**config.mk**
```make
export PLATFORM = sky130hd
export DESIGN_NAME = strm_rd_dma
export DESIGN_NICKNAME = d
export VERILOG_FILES = /design/src/rtl/srd_pkg.sv /design/src/rtl/srd_swap.sv /design/src/rtl/srd_regs.sv /design/src/rtl/srd_engine.sv /design/src/rtl/strm_rd_dma.sv
export SDC_FILE = /design/constraint.sdc
export NUM_CORES = 1
export LEC_CHECK = 0
export ABC_CLOCK_PERIOD_IN_PS = 4200
export BUFFER_PORTS_ARGS = -buffer_cell sky130_fd_sc_hd__buf_2
export CAP_MARGIN = 20
export CORE_MARGIN = 2
export CORE_UTILIZATION = 58
export DETAILED_ROUTE_END_ITERATION = 8
export GPL_TIMING_DRIVEN = 0
export PLACE_DENSITY = 0.89
export SETUP_SLACK_MARGIN = 0.5
export SLEW_MARGIN = 20
export SYNTH_ARGS = -nofsm -noshare
export SYNTH_HDL_FRONTEND = slang
export SYNTH_SLANG_ARGS = --single-unit
export TNS_END_PERCENT = 100
```
**constraint.sdc**
```tcl
create_clock -name clk -period 4.2 [get_ports clk]
set_clock_uncertainty 0.2 [all_clocks]
set_input_delay 0.84 -clock clk [delete_from_list [all_inputs] [get_ports clk]]
set_output_delay 0.84 -clock clk [all_outputs]
set_load 0.05 [all_outputs]
```
**src/rtl/srd_pkg.sv**
```systemverilog
package srd_pkg;
   localparam int WORD_BYTES = 4;
   localparam int REG_IDX_W  = 3;

   localparam logic [REG_IDX_W-1:0] RIDX_ADDR  = 3'd0;
   localparam logic [REG_IDX_W-1:0] RIDX_COUNT = 3'd1;
   localparam logic [REG_IDX_W-1:0] RIDX_CTRL  = 3'd2;
   localparam logic [REG_IDX_W-1:0] RIDX_CSUM  = 3'd3;
   localparam logic [REG_IDX_W-1:0] RIDX_IRQ   = 3'd4;
   localparam logic [REG_IDX_W-1:0] RIDX_STAT  = 3'd5;

   localparam int CTL_W         = 4;
   localparam int CTL_HOLD_A    = 0;
   localparam int CTL_HOLD_B    = 1;
   localparam int CTL_FIXED     = 2;
   localparam int CTL_REVERSE   = 3;

   localparam int IRQ_W         = 3;
   localparam int IRQ_MEMDONE   = 0;
   localparam int IRQ_DONE      = 1;
   localparam int IRQ_RDERR     = 2;

   typedef enum logic [1:0] {
      SRD_IDLE = 2'd0,
      SRD_WAIT = 2'd1,
      SRD_PUSH = 2'd2
   } srd_state_e;
endpackage

```
**src/rtl/srd_swap.sv**
```systemverilog
module srd_swap #(
   parameter int LANES   = 4,
   parameter bit SWAP_EN = 1'b1
) (
   input  logic [8*LANES-1:0] din,
   input  logic               reverse,
   output logic [8*LANES-1:0] dout
);
   generate
      if (SWAP_EN) begin : g_rev
         logic [8*LANES-1:0] flipped;
         for (genvar b = 0; b < LANES; b++) begin : g_lane
            assign flipped[8*b +: 8] = din[8*(LANES-1-b) +: 8];
         end
         assign dout = reverse ? flipped : din;
      end else begin : g_pass
         logic unused_rev;
         assign unused_rev = reverse;
         assign dout = din;
      end
   endgenerate
endmodule

```
**src/rtl/srd_regs.sv**
```systemverilog
module srd_regs
   import srd_pkg::*;
(
   input  logic             clk,
   input  logic             rst_n,
   input  logic             wr_ctrl,
   input  logic             wr_csum,
   input  logic             wr_irq,
   input  logic [31:0]      wdata,
   input  logic             sum_evt,
   input  logic [31:0]      sum_word,
   input  logic             done_evt,
   input  logic             err_evt,
   output logic [CTL_W-1:0] ctrl_q,
   output logic [31:0]      csum_q,
   output logic [IRQ_W-1:0] irq_q
);
   logic [IRQ_W-1:0] irq_set, irq_clr;

   always_comb begin
      irq_set = '0;
      irq_set[IRQ_MEMDONE] = done_evt;
      irq_set[IRQ_DONE]    = done_evt;
      irq_set[IRQ_RDERR]   = err_evt;
      irq_clr = wr_irq ? wdata[IRQ_W-1:0] : '0;
   end

   always_ff @(posedge clk or negedge rst_n) begin
      if (!rst_n) begin
         ctrl_q <= '0;
         csum_q <= '0;
         irq_q  <= '0;
      end else begin
         if (wr_ctrl) ctrl_q <= wdata[CTL_W-1:0];
         if (wr_csum)      csum_q <= wdata;
         else if (sum_evt) csum_q <= csum_q + sum_word;
         // new events win over a simultaneous clear
         irq_q <= (irq_q & ~irq_clr) | irq_set;
      end
   end
endmodule

```
**src/rtl/srd_engine.sv**
```systemverilog
module srd_engine
   import srd_pkg::*;
#(
   parameter int ADDR_W = 32,
   parameter int CNT_W  = 20
) (
   input  logic              clk,
   input  logic              rst_n,
   input  logic              ld_addr,
   input  logic              ld_cnt,
   input  logic [31:0]       wdata,
   input  logic              paused,
   input  logic              fixed_mode,
   output logic              mem_req,
   output logic [ADDR_W-1:0] mem_addr,
   input  logic              mem_rvalid,
   input  logic [31:0]       mem_word,
   input  logic              mem_rerr,
   output logic              tvalid,
   output logic [31:0]       tdata,
   output logic              tlast,
   input  logic              tready,
   output logic [ADDR_W-1:0] addr_q,
   output logic [CNT_W-1:0]  cnt_q,
   output logic              last_q,
   output logic              busy_q,
   output logic              done_evt,
   output logic              err_evt,
   output logic              sum_evt
);
   localparam logic [CNT_W-1:0]  CNT_STEP  = CNT_W'(WORD_BYTES);
   localparam logic [ADDR_W-1:0] ADDR_STEP = ADDR_W'(WORD_BYTES);
   localparam logic [CNT_W-1:0]  CNT_MASK  = ~CNT_W'(WORD_BYTES - 1);
   localparam logic [ADDR_W-1:0] ADDR_MASK = ~ADDR_W'(WORD_BYTES - 1);

   srd_state_e       state;
   logic [31:0]      hold_q;
   logic [CNT_W-1:0] cnt_load;
   logic             beat_ok, final_word, resp_ok;

   always_comb begin
      cnt_load   = wdata[CNT_W-1:0] & CNT_MASK;
      beat_ok    = (state == SRD_PUSH) && tready;
      final_word = (cnt_q == CNT_STEP);
      resp_ok    = (state == SRD_WAIT) && mem_rvalid && !ld_cnt;
      mem_req    = (state == SRD_IDLE) && busy_q && !paused && !ld_cnt;
      mem_addr   = addr_q;
      tvalid     = (state == SRD_PUSH);
      tdata      = hold_q;
      tlast      = tvalid && last_q && final_word;
      done_evt   = (ld_cnt && (cnt_load == '0)) || (beat_ok && final_word && !ld_cnt);
      err_evt    = resp_ok && mem_rerr;
      sum_evt    = resp_ok && !mem_rerr;
   end

   always_ff @(posedge clk or negedge rst_n) begin
      if (!rst_n) begin
         state  <= SRD_IDLE;
         addr_q <= '0;
         cnt_q  <= '0;
         last_q <= 1'b0;
         busy_q <= 1'b0;
         hold_q <= '0;
      end else begin
         if (ld_addr) addr_q <= wdata[ADDR_W-1:0] & ADDR_MASK;
         else if (beat_ok && !fixed_mode && !ld_cnt) addr_q <= addr_q + ADDR_STEP;

         if (ld_cnt) begin
            cnt_q  <= cnt_load;
            last_q <= wdata[0];
            busy_q <= (cnt_load != '0);
            state  <= SRD_IDLE;
         end else begin
            unique case (state)
               SRD_IDLE: if (mem_req) state <= SRD_WAIT;
               SRD_WAIT: if (mem_rvalid) begin
                  hold_q <= mem_word;
                  state  <= SRD_PUSH;
               end
               SRD_PUSH: if (tready) begin
                  cnt_q <= cnt_q - CNT_STEP;
                  state <= SRD_IDLE;
                  if (final_word) busy_q <= 1'b0;
               end
               default: state <= SRD_IDLE;
            endcase
         end
      end
   end
endmodule

```
**src/rtl/strm_rd_dma.sv**
```systemverilog
module strm_rd_dma
   import srd_pkg::*;
#(
   parameter int ADDR_W  = 32,
   parameter int CNT_W   = 20,
   parameter bit SWAP_EN = 1'b1
) (
   input  logic                 clk,
   input  logic                 rst_n,
   input  logic                 cfg_we,
   input  logic [REG_IDX_W-1:0] cfg_addr,
   input  logic [31:0]          cfg_wdata,
   output logic [31:0]          cfg_rdata,
   output logic                 mem_req,
   output logic [ADDR_W-1:0]    mem_addr,
   input  logic                 mem_rvalid,
   input  logic [31:0]          mem_rdata,
   input  logic                 mem_rerr,
   output logic                 m_tvalid,
   input  logic                 m_tready,
   output logic [31:0]          m_tdata,
   output logic                 m_tlast,
   output logic                 irq
);
   generate
      if (ADDR_W < 3 || ADDR_W > 32) begin : g_bad_addr_w
         $error("strm_rd_dma: ADDR_W must lie in 3..32");
      end
      if (CNT_W < 3 || CNT_W > 32) begin : g_bad_cnt_w
         $error("strm_rd_dma: CNT_W must lie in 3..32");
      end
   endgenerate

   logic [CTL_W-1:0]  ctrl_w;
   logic [31:0]       csum_w, swapped_w;
   logic [IRQ_W-1:0]  irq_w;
   logic [ADDR_W-1:0] addr_w;
   logic [CNT_W-1:0]  cnt_w;
   logic              last_w, busy_w, paused_w;
   logic              done_w, err_w, sum_w;
   logic              wr_addr, wr_cnt, wr_ctrl, wr_csum, wr_irq;

   always_comb begin
      wr_addr  = cfg_we && (cfg_addr == RIDX_ADDR);
      wr_cnt   = cfg_we && (cfg_addr == RIDX_COUNT);
      wr_ctrl  = cfg_we && (cfg_addr == RIDX_CTRL);
      wr_csum  = cfg_we && (cfg_addr == RIDX_CSUM);
      wr_irq   = cfg_we && (cfg_addr == RIDX_IRQ);
      paused_w = ctrl_w[CTL_HOLD_A] || ctrl_w[CTL_HOLD_B];
      irq      = |irq_w;
   end

   srd_swap #(.LANES(WORD_BYTES), .SWAP_EN(SWAP_EN)) u_swap (
      .din     (mem_rdata),
      .reverse (ctrl_w[CTL_REVERSE]),
      .dout    (swapped_w)
   );

   srd_engine #(.ADDR_W(ADDR_W), .CNT_W(CNT_W)) u_eng (
      .clk        (clk),
      .rst_n      (rst_n),
      .ld_addr    (wr_addr),
      .ld_cnt     (wr_cnt),
      .wdata      (cfg_wdata),
      .paused     (paused_w),
      .fixed_mode (ctrl_w[CTL_FIXED]),
      .mem_req    (mem_req),
      .mem_addr   (mem_addr),
      .mem_rvalid (mem_rvalid),
      .mem_word   (swapped_w),
      .mem_rerr   (mem_rerr),
      .tvalid     (m_tvalid),
      .tdata      (m_tdata),
      .tlast      (m_tlast),
      .tready     (m_tready),
      .addr_q     (addr_w),
      .cnt_q      (cnt_w),
      .last_q     (last_w),
      .busy_q     (busy_w),
      .done_evt   (done_w),
      .err_evt    (err_w),
      .sum_evt    (sum_w)
   );

   srd_regs u_regs (
      .clk      (clk),
      .rst_n    (rst_n),
      .wr_ctrl  (wr_ctrl),
      .wr_csum  (wr_csum),
      .wr_irq   (wr_irq),
      .wdata    (cfg_wdata),
      .sum_evt  (sum_w),
      .sum_word (mem_rdata),
      .done_evt (done_w),
      .err_evt  (err_w),
      .ctrl_q   (ctrl_w),
      .csum_q   (csum_w),
      .irq_q    (irq_w)
   );

   always_comb begin
      unique case (cfg_addr)
         RIDX_ADDR:  cfg_rdata = 32'(addr_w);
         RIDX_COUNT: cfg_rdata = 32'(cnt_w) | 32'(last_w);
         RIDX_CTRL:  cfg_rdata = 32'(ctrl_w);
         RIDX_CSUM:  cfg_rdata = csum_w;
         RIDX_IRQ:   cfg_rdata = 32'(irq_w);
         RIDX_STAT:  cfg_rdata = 32'(busy_w);
         default:    cfg_rdata = '0;
      endcase
   end
endmodule

```
==> summary.md <==
| Metric | Value |
|---|---|
| Slew HR | `45.4%` |
| Vias/cell | `6.45` |
| Count leader, synth | `nand2_1` |
| Power density cells | `720 nW/um2` |
| Antenna fix cells | `0` |
| Fill cell count | `1,095` |
| Post-Synth Adder-Cell Area | `5.27%` |
| Num ports | `173` |
| Final worst-path cycle share | `92.4%` |
| Worst hold path type | `in -> async` |
| Max Root-Sink Buffers | `2` |
| DP HPWL | `21.8 mm` |
| Vias in the first global route | `8,561` |
| Sink Count | `123` |
| DR WL/cell | `20.8 um` |
| Post-place setup slack | `229 ps` |
| Drt first pass iters | `8` |
| Reg-to-Reg End | `u_regs.csum_q[29]` |
| Yosys warns | `0` |
| WS Path Type | `reg -> out` |
| Post-synthesis simple-gate area fraction | `21.9%` |
| PortBufs | `168` |
| Top cell type's share of synthesized area | `36.4%` |
| Gr usage total | `37.5%` |
| Most used flip-flop cell after synthesis | `dfrtp_1` |
| Setup TNS | `0 ps` |
| Iteration-0 DRC Markers | `1,109` |
| GP Congestion | `0.988` |
| First-pass GRT wire length | `46.1 mm` |
| CTS tree | `done` |
| Top cell type by total area after synthesis | `dfrtp_1` |
| Starting density of the core | `58.8%` |
| Ys async rst share | `100%` |
| Final WS setup | `318 ps` |
| Placeable Area | `14,400 um2` |
| Ratio of cells with drive above 1 in the final layout | `19.6%` |
| Die Area | `15,600 um2` |
| Unrepaired setup endpoints after global routing | `true` |
| Startpoint Class | `flop` |
| Mapped Area | `8460 um2` |
| Synth unique cells | `58` |
| CTS H-Tree Depth | `4` |
| Synth Area in XOR/XNOR | `7.04%` |
| R2R depth | `11` |
| Mux share of post-synthesis cell area | `7.98%` |
| Routed Antenna Nets | `0` |
| Max Clk Rate | `0.258 GHz` |
| Post-Route WL | `29.2 mm` |
| Die W | `125 um` |
| Hold_buf cts | `0` |
| Die Y | `125 um` |
| Clk Latency, worst-skew pair | `420 ps` |
| Post-layout min period | `3880 ps` |
| Worst Tran Pin Value | `816 ps` |
| Final Max Tran Viols | `0` |
| Final hold violations | `0` |
| Remaining DRCs | `0` |
| Worst R2R Start | `u_regs.csum_q[14]` |
| Num CTS Buffers | `17` |
| CP Capture Type | `output port` |
| Area Growth Syn to Fin | `20.5%` |
| Fin nets | `1,314` |
| Synth Area in Compound Gates | `17.9%` |
| Congestion Overflow GR | `0` |
| Synth Area per Inst | `8.33 um2` |
| Arr. time, crit path | `2840 ps` |
| Post-synth EDFFs | `0` |
| Main combinational cell family by area after synthesis | `simple AND/OR/NAND/NOR gates` |
| Clk slew on worst S/H paths | `50 ps` |
| Cell Rows | `44` |
| CTS root buf | `clkbuf_16` |
| Initial antenna violation count | `0` |
| WP data required | `3160 ps` |
| R2R Setup Slk | `810 ps` |
| Leakage | `4.68 nW` |
| Peak supply drop | `442 uV` |
| #FFs+latches synth | `123` |
| Top cells by count, synth | `nand2_1 (146), dfrtp_1 (123), o21ai_0 (111), nor2_1 (89), a21oi_1 (72)` |
| Critical Path Fanout Max | `4` |
| Dominant cells by area after synthesis | `dfrtp_1 (36%), o21ai_0 (6.6%), nand2_1 (6.5%)` |
| Largest net degree at the start of global routing | `71` |
| Sequential area share after synthesis | `36.4%` |
| Final setup violation count | `0` |
| Maxcap violations | `0` |
| Cells after synthesis | `1,015` |
| Via Count | `9,041` |
| Status | `completed` |
through the flow:
stage	total power, mW	hold WS, ps	area, um2	util (%)	std cells
floorplan	4.74	263	8460	-	1016
global placement	5.63	258	9530	66.3	1368
detailed placement	5.72	265	9560	66.6	1369
CTS	7.23	255	10200	70.9	1402
global route	7.72	281	10200	70.9	1402
finish	7.34	220	10200	70.9	1402
final cells by class:
cell class                      instances  area (um2)  area share, %
Multi-Input combinational cell        819        5110           50.1
Inverter                               11        41.3          0.405
Tap cell                              184         230           2.26
Buffer                                 63         262           2.57
Clock buffer                           23         458           4.49
Timing Repair Buffer                  171         896           8.79
Clock inverter                          8         119           1.17
Sequential cell                       123        3080           30.2
power by group:
| part | switching (mW) | internal [mW] |
|---|---|---|
| clock network | 0.538 | 0.941 |
| logic | 2.48 | 1.24 |
| registers | 0.500 | 1.63 |
layout by cell type, fill, tap and decap left out, drive strengths merged, types with 3 or more instances in the layout:
cell / Yosys / routed
mux2i: 46 / 46
a22oi: 12 / 12
and3: 17 / 17
buf: 15 / 185
nor3b: 14 / 14
xnor2: 35 / 35
o21ai: 112 / 112
o211ai: 7 / 7
nand2b: 5 / 5
or4: 5 / 5
bufinv: 0 / 3
nand3: 32 / 32
nor3: 17 / 17
xor2: 33 / 33
a211oi: 7 / 7
mux2: 15 / 15
o21a: 6 / 6
nand2: 146 / 146
nor4: 11 / 11
and2: 11 / 11
a311oi: 3 / 3
dfrtp: 123 / 123
a21oi: 72 / 72
and4: 3 / 3
inv: 11 / 11
or3: 5 / 5
clkinv: 0 / 5
nor2: 89 / 89
a31oi: 15 / 15
a21o: 15 / 15
ha: 34 / 34
clkbuf: 48 / 72
nor2b: 11 / 11
nand4: 14 / 14
kinds of logic after synthesis:
group | count (synthesis)
simple gates | 388
buf+inv | 74
fa+ha+maj | 35
compound gates | 263
flops | 123
mux | 63
xor+xnor | 68
other cells | 1
routing by layer:
layer	GRT usage [%]	part of all wire [%]	up-vias
met5	0	0	-
met4	18.7	5.0	0
met3	7.90	12	126
met2	56.6	45	671
met1	51.4	39	4264
li1	-	-	3980
sequential cells by signal, summed over array words and instances (netlist names):
register	cells
u_eng.tdata	32
u_regs.csum_q	32
u_eng.addr_q	30
u_eng.cnt_q	18
u_regs.ctrl_q	4
u_regs.irq_q	3
u_eng.state	2
u_eng.busy_q	1
u_eng.last_q	1
how the worst max path moves through the flow:
stage	start	endpoint	cells past startpoint
after floorplan	cfg_addr[0]	mem_req	5
after global placement	u_eng.cnt_q[8]	m_tlast	6
after detailed placement	mem_rdata[1]	u_regs.csum_q[29]	11
after CTS	u_eng.cnt_q[10]	m_tlast	6
after global routing	u_eng.cnt_q[10]	m_tlast	6
final	u_eng.cnt_q[10]	m_tlast	6
worst max-delay path: stages (launching register included):
cell     delay [ps]
dfrtp_1         400
or3_4           430
or4_4           460
or4_4           480
nor4_4          250
and3_1          240
buf_6           160
repair_timing:
action | CTS | global route
gates resized for setup | 7 | 7
setup buffers | 2 | 0
pin swaps | 2 | 0
setup endpoints to repair | 13 | 20
Note: power is estimated with default switching activity, not from simulation.
